`config.mk`:
```
export PLATFORM = sky130hd
export DESIGN_NAME = dma_submit_regs
export DESIGN_NICKNAME = d
export VERILOG_FILES = /design/src/rtl/dsr_pkg.sv /design/src/rtl/dsr_cfg_regs.sv /design/src/rtl/dsr_submit.sv /design/src/rtl/dsr_events.sv /design/src/rtl/dma_submit_regs.sv
export SDC_FILE = /design/constraint.sdc
export NUM_CORES = 1
export LEC_CHECK = 0
export ABC_CLOCK_PERIOD_IN_PS = 3820
export BUFFER_PORTS_ARGS = -buffer_cell sky130_fd_sc_hd__buf_2
export CAP_MARGIN = 5
export CORE_ASPECT_RATIO = 1.75
export CORE_UTILIZATION = 63
export CTS_CLUSTER_SIZE = 24
export DETAILED_ROUTE_END_ITERATION = 6
export HOLD_SLACK_MARGIN = 0.05
export PLACE_DENSITY = 0.88
export SYNTH_ARGS = -nofsm -noshare
export SYNTH_HDL_FRONTEND = slang
export SYNTH_HIERARCHICAL = 1
export SYNTH_SLANG_ARGS = --single-unit
```
`constraint.sdc`:
```
create_clock -name clk -period 3.82 [get_ports clk]
set_clock_uncertainty 0.2 [all_clocks]
set_input_delay 0 -clock clk [delete_from_list [all_inputs] [get_ports clk]]
set_output_delay 0 -clock clk [all_outputs]
set_load 0.05 [all_outputs]
```
`src/rtl/dsr_pkg.sv`:
```
package dsr_pkg;
    localparam int REG_W   = 32;
    localparam int ADDR_W  = 12;
    localparam int ID_W    = 5;
    localparam int NUM_IDS = 1 << ID_W;
    localparam int FLG_W   = 3;
    localparam int IRQ_W   = 2;

    localparam int CTL_RUN       = 0;
    localparam int CTL_HOLD      = 1;
    localparam int IRQ_SLOT_FREE = 0;
    localparam int IRQ_FINISHED  = 1;
    localparam int FLG_CYCLIC    = 0;

    // ID NUM_IDS-1 has no done bit; the top bit is reserved.
    localparam logic [REG_W-1:0] DONE_LIVE = {1'b0, {(REG_W-1){1'b1}}};

    typedef enum logic [4:0] {
        R_NONE, R_IRQ_MASK, R_IRQ_PEND, R_IRQ_SRC, R_CTL, R_NEXT_ID,
        R_START, R_FLAGS, R_DADDR, R_SADDR, R_XLEN, R_YLEN,
        R_DSTRIDE, R_SSTRIDE, R_DONE, R_ACT_ID, R_STAT
    } reg_e;

    typedef struct packed {
        logic [ID_W-1:0]  id;
        logic [FLG_W-1:0] flags;
        logic [REG_W-1:0] dst_addr;
        logic [REG_W-1:0] src_addr;
        logic [REG_W-1:0] x_len;
        logic [REG_W-1:0] y_len;
        logic [REG_W-1:0] dst_stride;
        logic [REG_W-1:0] src_stride;
    } desc_t;

    function automatic reg_e reg_decode(input logic [ADDR_W-1:0] a);
        case (a)
            12'h080: return R_IRQ_MASK;
            12'h084: return R_IRQ_PEND;
            12'h088: return R_IRQ_SRC;
            12'h400: return R_CTL;
            12'h404: return R_NEXT_ID;
            12'h408: return R_START;
            12'h40C: return R_FLAGS;
            12'h410: return R_DADDR;
            12'h414: return R_SADDR;
            12'h418: return R_XLEN;
            12'h41C: return R_YLEN;
            12'h420: return R_DSTRIDE;
            12'h424: return R_SSTRIDE;
            12'h428: return R_DONE;
            12'h42C: return R_ACT_ID;
            12'h430: return R_STAT;
            default: return R_NONE;
        endcase
    endfunction

    function automatic logic [REG_W-1:0] set_over_clear(
        input logic [REG_W-1:0] cur,
        input logic [REG_W-1:0] clr,
        input logic [REG_W-1:0] set);
        return (cur & ~clr) | set;
    endfunction
endpackage

```
`src/rtl/dsr_cfg_regs.sv`:
```
module dsr_cfg_regs
    import dsr_pkg::*;
#(
    parameter int XLEN_W     = 16,
    parameter int YLEN_W     = 16,
    parameter bit HAS_CYCLIC = 1'b0,
    parameter bit HAS_2D     = 1'b1,
    parameter bit SRC_IS_MEM = 1'b1,
    parameter bit DST_IS_MEM = 1'b0
) (
    input  logic             clk,
    input  logic             rst,
    input  logic             wr_en,
    input  reg_e             wr_reg,
    input  logic [REG_W-1:0] wdata,
    output desc_t            staged
);
    logic [REG_W-1:0] src_q, dst_q, xlen_q, ylen_q, sstr_q, dstr_q;
    logic [FLG_W-1:1] flg_hi_q;
    logic             cyc_q;

    always_ff @(posedge clk) begin
        if (rst) begin
            xlen_q   <= '0;
            sstr_q   <= '0;
            dstr_q   <= '0;
            flg_hi_q <= '0;
        end else if (wr_en) begin
            case (wr_reg)
                R_XLEN:    xlen_q   <= REG_W'(wdata[XLEN_W-1:0]);
                R_SSTRIDE: sstr_q   <= wdata;
                R_DSTRIDE: dstr_q   <= wdata;
                R_FLAGS:   flg_hi_q <= wdata[FLG_W-1:1];
                default: ;
            endcase
        end
    end

    generate
        if (SRC_IS_MEM) begin : g_src_mem
            always_ff @(posedge clk) begin
                if (rst) src_q <= '0;
                else if (wr_en && wr_reg == R_SADDR) src_q <= wdata;
            end
        end else begin : g_src_stream
            assign src_q = '0;
        end

        if (DST_IS_MEM) begin : g_dst_mem
            always_ff @(posedge clk) begin
                if (rst) dst_q <= '0;
                else if (wr_en && wr_reg == R_DADDR) dst_q <= wdata;
            end
        end else begin : g_dst_stream
            assign dst_q = '0;
        end

        if (HAS_2D) begin : g_rows
            always_ff @(posedge clk) begin
                if (rst) ylen_q <= '0;
                else if (wr_en && wr_reg == R_YLEN) ylen_q <= REG_W'(wdata[YLEN_W-1:0]);
            end
        end else begin : g_no_rows
            assign ylen_q = '0;
        end

        if (HAS_CYCLIC) begin : g_cyc
            always_ff @(posedge clk) begin
                if (rst) cyc_q <= 1'b0;
                else if (wr_en && wr_reg == R_FLAGS) cyc_q <= wdata[FLG_CYCLIC];
            end
        end else begin : g_no_cyc
            assign cyc_q = 1'b0;
        end
    endgenerate

    always_comb begin
        staged            = '0;
        staged.flags      = {flg_hi_q, cyc_q};
        staged.dst_addr   = dst_q;
        staged.src_addr   = src_q;
        staged.x_len      = xlen_q;
        staged.y_len      = ylen_q;
        staged.dst_stride = dstr_q;
        staged.src_stride = sstr_q;
    end
endmodule

```
`src/rtl/dsr_submit.sv`:
```
module dsr_submit
    import dsr_pkg::*;
(
    input  logic            clk,
    input  logic            rst,
    input  logic            wr_en,
    input  reg_e            wr_reg,
    input  logic [1:0]      wbits,
    input  desc_t           staged,
    input  logic            desc_ready,
    output desc_t           slot,
    output logic            desc_valid,
    output logic            slot_busy,
    output logic [ID_W-1:0] next_id,
    output logic [ID_W-1:0] active_id,
    output logic            run,
    output logic            hold,
    output logic            slot_freed,
    output logic            abort_evt
);
    logic ctl_wr, start_ok;

    assign ctl_wr     = wr_en && (wr_reg == R_CTL);
    assign abort_evt  = ctl_wr && !wbits[CTL_RUN];
    assign start_ok   = wr_en && (wr_reg == R_START) && wbits[0] && run && !slot_busy;
    assign desc_valid = slot_busy && run && !hold;
    assign slot_freed = desc_valid && desc_ready;

    always_ff @(posedge clk) begin
        if (rst) begin
            run       <= 1'b0;
            hold      <= 1'b0;
            slot_busy <= 1'b0;
            slot      <= '0;
            next_id   <= '0;
            active_id <= '0;
        end else begin
            if (ctl_wr) begin
                run  <= wbits[CTL_RUN];
                hold <= wbits[CTL_HOLD];
            end
            if (slot_freed) active_id <= slot.id;
            if (start_ok) begin
                slot      <= staged;
                slot.id   <= next_id;
                next_id   <= next_id + 1'b1;
                slot_busy <= 1'b1;
            end else if (abort_evt || slot_freed) begin
                slot_busy <= 1'b0;
            end
        end
    end
endmodule

```
`src/rtl/dsr_events.sv`:
```
module dsr_events
    import dsr_pkg::*;
(
    input  logic             clk,
    input  logic             rst,
    input  logic             wr_en,
    input  reg_e             wr_reg,
    input  logic [1:0]       wbits,
    input  logic             rd_en,
    input  reg_e             rd_reg,
    input  logic             slot_freed,
    input  logic             cpl_valid,
    input  logic [ID_W-1:0]  cpl_id,
    output logic [IRQ_W-1:0] mask,
    output logic [IRQ_W-1:0] pend,
    output logic [REG_W-1:0] done_bits,
    output logic             irq
);
    logic [IRQ_W-1:0] pend_set, pend_clr;
    logic [REG_W-1:0] done_set, done_clr, pend_next;

    always_comb begin
        pend_set                = '0;
        pend_set[IRQ_SLOT_FREE] = slot_freed;
        pend_set[IRQ_FINISHED]  = cpl_valid;
        pend_clr = (wr_en && wr_reg == R_IRQ_PEND) ? wbits : '0;
        pend_next = set_over_clear(REG_W'(pend), REG_W'(pend_clr), REG_W'(pend_set));

        done_set = '0;
        if (cpl_valid) done_set[cpl_id] = 1'b1;
        done_set = done_set & DONE_LIVE;
        done_clr = (rd_en && rd_reg == R_DONE) ? '1 : '0;
    end

    always_ff @(posedge clk) begin
        if (rst) begin
            mask      <= '1;
            pend      <= '0;
            done_bits <= '0;
        end else begin
            if (wr_en && wr_reg == R_IRQ_MASK) mask <= wbits;
            pend      <= pend_next[IRQ_W-1:0];
            done_bits <= set_over_clear(done_bits, done_clr, done_set);
        end
    end

    assign irq = |(pend & ~mask);
endmodule

```
`src/rtl/dma_submit_regs.sv`:
```
module dma_submit_regs
    import dsr_pkg::*;
#(
    parameter int XLEN_W     = 16,
    parameter int YLEN_W     = 16,
    parameter bit HAS_CYCLIC = 1'b0,
    parameter bit HAS_2D     = 1'b1,
    parameter bit SRC_IS_MEM = 1'b1,
    parameter bit DST_IS_MEM = 1'b0
) (
    input  logic              clk,
    input  logic              rst,
    input  logic              reg_wr,
    input  logic              reg_rd,
    input  logic [ADDR_W-1:0] reg_addr,
    input  logic [REG_W-1:0]  reg_wdata,
    output logic [REG_W-1:0]  reg_rdata,
    output logic              eng_enable,
    output logic              eng_pause,
    output logic              desc_valid,
    input  logic              desc_ready,
    output logic [ID_W-1:0]   desc_id,
    output logic [FLG_W-1:0]  desc_flags,
    output logic [REG_W-1:0]  desc_dst_addr,
    output logic [REG_W-1:0]  desc_src_addr,
    output logic [REG_W-1:0]  desc_x_len,
    output logic [REG_W-1:0]  desc_y_len,
    output logic [REG_W-1:0]  desc_dst_stride,
    output logic [REG_W-1:0]  desc_src_stride,
    input  logic              cpl_valid,
    input  logic [ID_W-1:0]   cpl_id,
    output logic              irq
);
    reg_e             acc_reg;
    desc_t            staged, slot;
    logic             slot_busy, run, hold, slot_freed, abort_evt;
    logic [ID_W-1:0]  next_id, active_id;
    logic [IRQ_W-1:0] mask, pend;
    logic [REG_W-1:0] done_bits, rd_value;

    assign acc_reg = reg_decode(reg_addr);

    dsr_cfg_regs #(
        .XLEN_W(XLEN_W), .YLEN_W(YLEN_W), .HAS_CYCLIC(HAS_CYCLIC),
        .HAS_2D(HAS_2D), .SRC_IS_MEM(SRC_IS_MEM), .DST_IS_MEM(DST_IS_MEM)
    ) i_cfg (
        .clk(clk), .rst(rst), .wr_en(reg_wr), .wr_reg(acc_reg),
        .wdata(reg_wdata), .staged(staged)
    );

    dsr_submit i_submit (
        .clk(clk), .rst(rst), .wr_en(reg_wr), .wr_reg(acc_reg),
        .wbits(reg_wdata[1:0]), .staged(staged), .desc_ready(desc_ready),
        .slot(slot), .desc_valid(desc_valid), .slot_busy(slot_busy),
        .next_id(next_id), .active_id(active_id), .run(run), .hold(hold),
        .slot_freed(slot_freed), .abort_evt(abort_evt)
    );

    dsr_events i_events (
        .clk(clk), .rst(rst), .wr_en(reg_wr), .wr_reg(acc_reg),
        .wbits(reg_wdata[1:0]), .rd_en(reg_rd), .rd_reg(acc_reg),
        .slot_freed(slot_freed), .cpl_valid(cpl_valid), .cpl_id(cpl_id),
        .mask(mask), .pend(pend), .done_bits(done_bits), .irq(irq)
    );

    always_comb begin
        case (acc_reg)
            R_IRQ_MASK: rd_value = REG_W'(mask);
            R_IRQ_PEND: rd_value = REG_W'(pend);
            R_IRQ_SRC:  rd_value = REG_W'(pend & ~mask);
            R_CTL:      rd_value = REG_W'({hold, run});
            R_NEXT_ID:  rd_value = REG_W'(next_id);
            R_START:    rd_value = REG_W'(slot_busy);
            R_FLAGS:    rd_value = REG_W'(staged.flags);
            R_DADDR:    rd_value = staged.dst_addr;
            R_SADDR:    rd_value = staged.src_addr;
            R_XLEN:     rd_value = staged.x_len;
            R_YLEN:     rd_value = staged.y_len;
            R_DSTRIDE:  rd_value = staged.dst_stride;
            R_SSTRIDE:  rd_value = staged.src_stride;
            R_DONE:     rd_value = done_bits;
            R_ACT_ID:   rd_value = REG_W'(active_id);
            R_STAT:     rd_value = REG_W'({hold, run, slot_busy});
            default:    rd_value = '0;
        endcase
    end

    always_ff @(posedge clk) begin
        if (rst) reg_rdata <= '0;
        else if (reg_rd) reg_rdata <= rd_value;
    end

    assign eng_enable      = run;
    assign eng_pause       = hold;
    assign desc_id         = slot.id;
    assign desc_flags      = slot.flags;
    assign desc_dst_addr   = slot.dst_addr;
    assign desc_src_addr   = slot.src_addr;
    assign desc_x_len      = slot.x_len;
    assign desc_y_len      = slot.y_len;
    assign desc_dst_stride = slot.dst_stride;
    assign desc_src_stride = slot.src_stride;
endmodule

```
==> metrics.md <==
| Metric | Value |
|---|---|
| Worst path buffer plus inverter count | `6` |
| Clock tree from TritonCTS | `built` |
| Fill cell instance count of the final layout | `between 2000 and 2500` |
| Remaining DRCs | `0` |
| Busiest grt layer | `met2` |
| Total Die Area | `about 33000 um^2` |
| Slowest Stage Delay on Critical Path | `0.57 ns` |
| Dpl hpwl | `around 37 mm` |
| Via count | `around 15000` |
| Gates resized, CTS repair | `0` |
| Core area | `31400 um^2` |
| Pin count of the biggest net entering global routing | `between 150 and 200` |
| Routing usage on met3 | `around 5.6%` |
| Final Cycle Share | `between 90% and 100%` |
| GR met2 Demand/Resource | `around 55%` |
| Commonest cells after routing, fill and taps aside | `sky130_fd_sc_hd__nand2b_1 (574), sky130_fd_sc_hd__dfxtp_1 (411), sky130_fd_sc_hd__mux2i_1 (400)` |
| Type of element capturing the critical path | `register` |
| Area occupied by multi-input gates | `10700 um^2` |
| # rows | `86` |
| Total wirelength of the detailed-routed design | `roughly 53 mm` |
| Global-route wire length before repair | `82.0 mm` |
| Leakage power summed over all cells | `around 0.0095 uW` |
| Cells along the critical path | `dlygate4sd3_1, buf_2, nor2_1, dlygate4sd3_1, buf_4, nand2_1, a21oi_1, and4bb_2, nand3b_1, buf_4, mux2i_1, dlygate4sd3_1` |
| IR drop worst, VDD | `~0.39 mV` |
| Most common cell type on the critical path | `sky130_fd_sc_hd__dlygate4sd3_1` |
| Cell Area, Synth | `20000 um^2` |
| Worst path required time | `4.05 ns` |
| Slew at the pin closest to its max-slew limit | `about 1.1 ns` |
| Count of clock tree sinks | `between 400 and 500` |
| Routability congestion estimate from global placement | `0.949` |
| Met1 global-route usage | `between 30% and 40%` |
| TritonCTS buffer count | `38` |
| Total setup violations reported at the end of the flow | `0` |
| Most frequent standard cell in the layout excluding fill and tap cells | `sky130_fd_sc_hd__nand2b_1` |
| Clock latency at the later pin of the worst-skew pair | `0.54 ns` |
| DRT antenna net count | `0` |
| Highest achievable clock rate | `between 200 and 300 MHz` |
| Die span in x | `137 um` |
| Initial DRT Pass Iterations | `7` |
| Summed area of non-filler cells in the final layout | `23200 um^2` |
| Vias in the first global route | `15200` |
| Dominant delay contributor by cell family on the critical path | `buffers and inverters` |
| Global-route congestion overflow total | `0` |
| Number of antenna violations at the first check in global routing | `0` |
| Maximum Capacitance Violations | `0` |
| Layout cell share with drive strength beyond 1 | `17.9%` |
| Ratio of total power to cell area | `between 300 and 400 nW/um^2` |
| Diodes inserted | `0` |
| Max-slew violation count | `0` |
| Final Hold Fails | `0` |
| Data arrival time of the critical path | `3.74 ns` |
| Quantity of I/O buffers inserted on ports | `between 200 and 300` |
| Iteration-0 DRC count of the detailed router | `slightly above 900` |
| Aggregate negative setup slack | `0 ns` |
| Kind of path behind the tightest hold check | `input port to register` |
| Max-slew headroom at the worst pin | `~28%` |
| Height of the die | `between 200 and 250 um` |
| Classification of the worst setup path | `input port to register` |
| CTS HTree Levels | `2` |
| Gate Count Post-Synth | `approximately 2000` |
| RSZ-0062 raised after global routing | `no` |
| Synth warn | `6` |
| Clock transition time at the flip-flop clock pins of the worst setup and hold paths | `around 0.070 ns` |
| Average cell area after synthesis | `roughly 10 um^2` |
| Area grow syn2layout | `15.8%` |
| Dpl cell area | `about 21000 um^2` |
| Starting Density | `between 60% and 70%` |
| Worst-path maximum fanout | `26` |
| Final critical-path required period | `between 3 and 4 ns` |
| Number of vias per cell | `roughly 5.6` |
| Type of origin of the critical path | `input port` |
| Max stage delay cell, worst path | `sky130_fd_sc_hd__dlygate4sd3_1` |
| Post-layout net count | `around 2300` |
| Flip-flop and latch area | `approximately 8200 um^2` |
| Routed len/inst | `19.6 um` |
| Result of the run | `finished, final reports clean` |
| Clock root buffer | `sky130_fd_sc_hd__clkbuf_16` |
| Boundary Pins | `between 200 and 300` |
| Global routing usage summed across all routing layers | `about a third` |
| Maximum buffer depth of the clock tree | `3` |
worst min-delay path, delay by kind of cell:
kind / cells / cell delay (ns)
and+or+nand+nor: 3 / 0.29
AOI/OAI and AO/OA: 2 / 0.32
buffers and inverters: 1 / 0.10
flip-flops by register name, indices dropped and copies added, names as in the netlist:
signal,flops
i_submit/slot,200
i_events/pend,2
i_submit/hold,1
i_cfg/xlen_q,16
reg_rdata,32
i_events/done_bits,32
i_cfg/dstr_q,32
i_submit/run,1
i_cfg/ylen_q,16
i_submit/next_id,5
i_cfg/sstr_q,32
i_cfg/src_q,32
i_submit/active_id,5
i_events/mask,2
i_cfg/flg_hi_q,2
i_submit/slot_busy,1
final cells by class:
type,count,share of cell area [%]
Clock inverter,11,0.718
Sequential cell,411,35.5
Timing Repair Buffer,384,10.3
Inverter,12,0.194
Multi-Input combinational cell,1437,46.2
Clock buffer,55,4.94
Tap cell,396,2.14
repair_timing:
item | 4_1_cts | 5_1_grt
buffers inserted | 0 | 0
endpoints found under the hold margin | 265 | 0
hold buffers | 63 | 0
where the power goes:
part           switching, uW  total, uW  internal [uW]
clock                   1650       4010           2360
combinational            259        480            221
sequential              4.80       4290           4290
total                   1910       8780           6870
path summary, 6_finish.rpt:
path                                                        start                           endpoint  slack [ns]  cells after the start
worst max register to register          i_submit/run$_SDFFE_PP0P_     i_submit/slot[49]$_SDFFE_PP0P_        1.51                      5
worst min-delay path                                  reg_addr[1]          reg_rdata[0]$_SDFFE_PP0P_        0.05                      6
worst min register to register  i_events/done_bits[25]$_SDFF_PP0_  i_events/done_bits[25]$_SDFF_PP0_        0.26                      1
worst max-delay path                                  reg_addr[0]       i_cfg/src_q[20]$_SDFFE_PP0P_        0.31                     12
metal layers:
| layer | part of all wire (%) | routed length (um) | vias up |
|---|---|---|---|
| met3 | 5.7 | 3020 | 139 |
| met5 | 0 | 0 | - |
| met4 | 5.3 | 2790 | 0 |
| met1 | 40 | 21200 | 7382 |
| met2 | 49 | 26100 | 500 |
| li1 | - | - | 7267 |
through the flow:
step                cells  hold slack [ns]  setup slack, ns  power, uW  util, %
floorplan            2071          -0.0470             1.23       4750        -
global placement     2577            0.108            0.839       4800     67.6
detailed placement   2577            0.124            0.747       4810     67.6
CTS                  2706           0.0540            0.378       8810     73.8
global route         2706            0.114            0.151       9020     73.8
finish               2706           0.0496            0.307       8780     73.8
(Power assumes the default switching activity.)
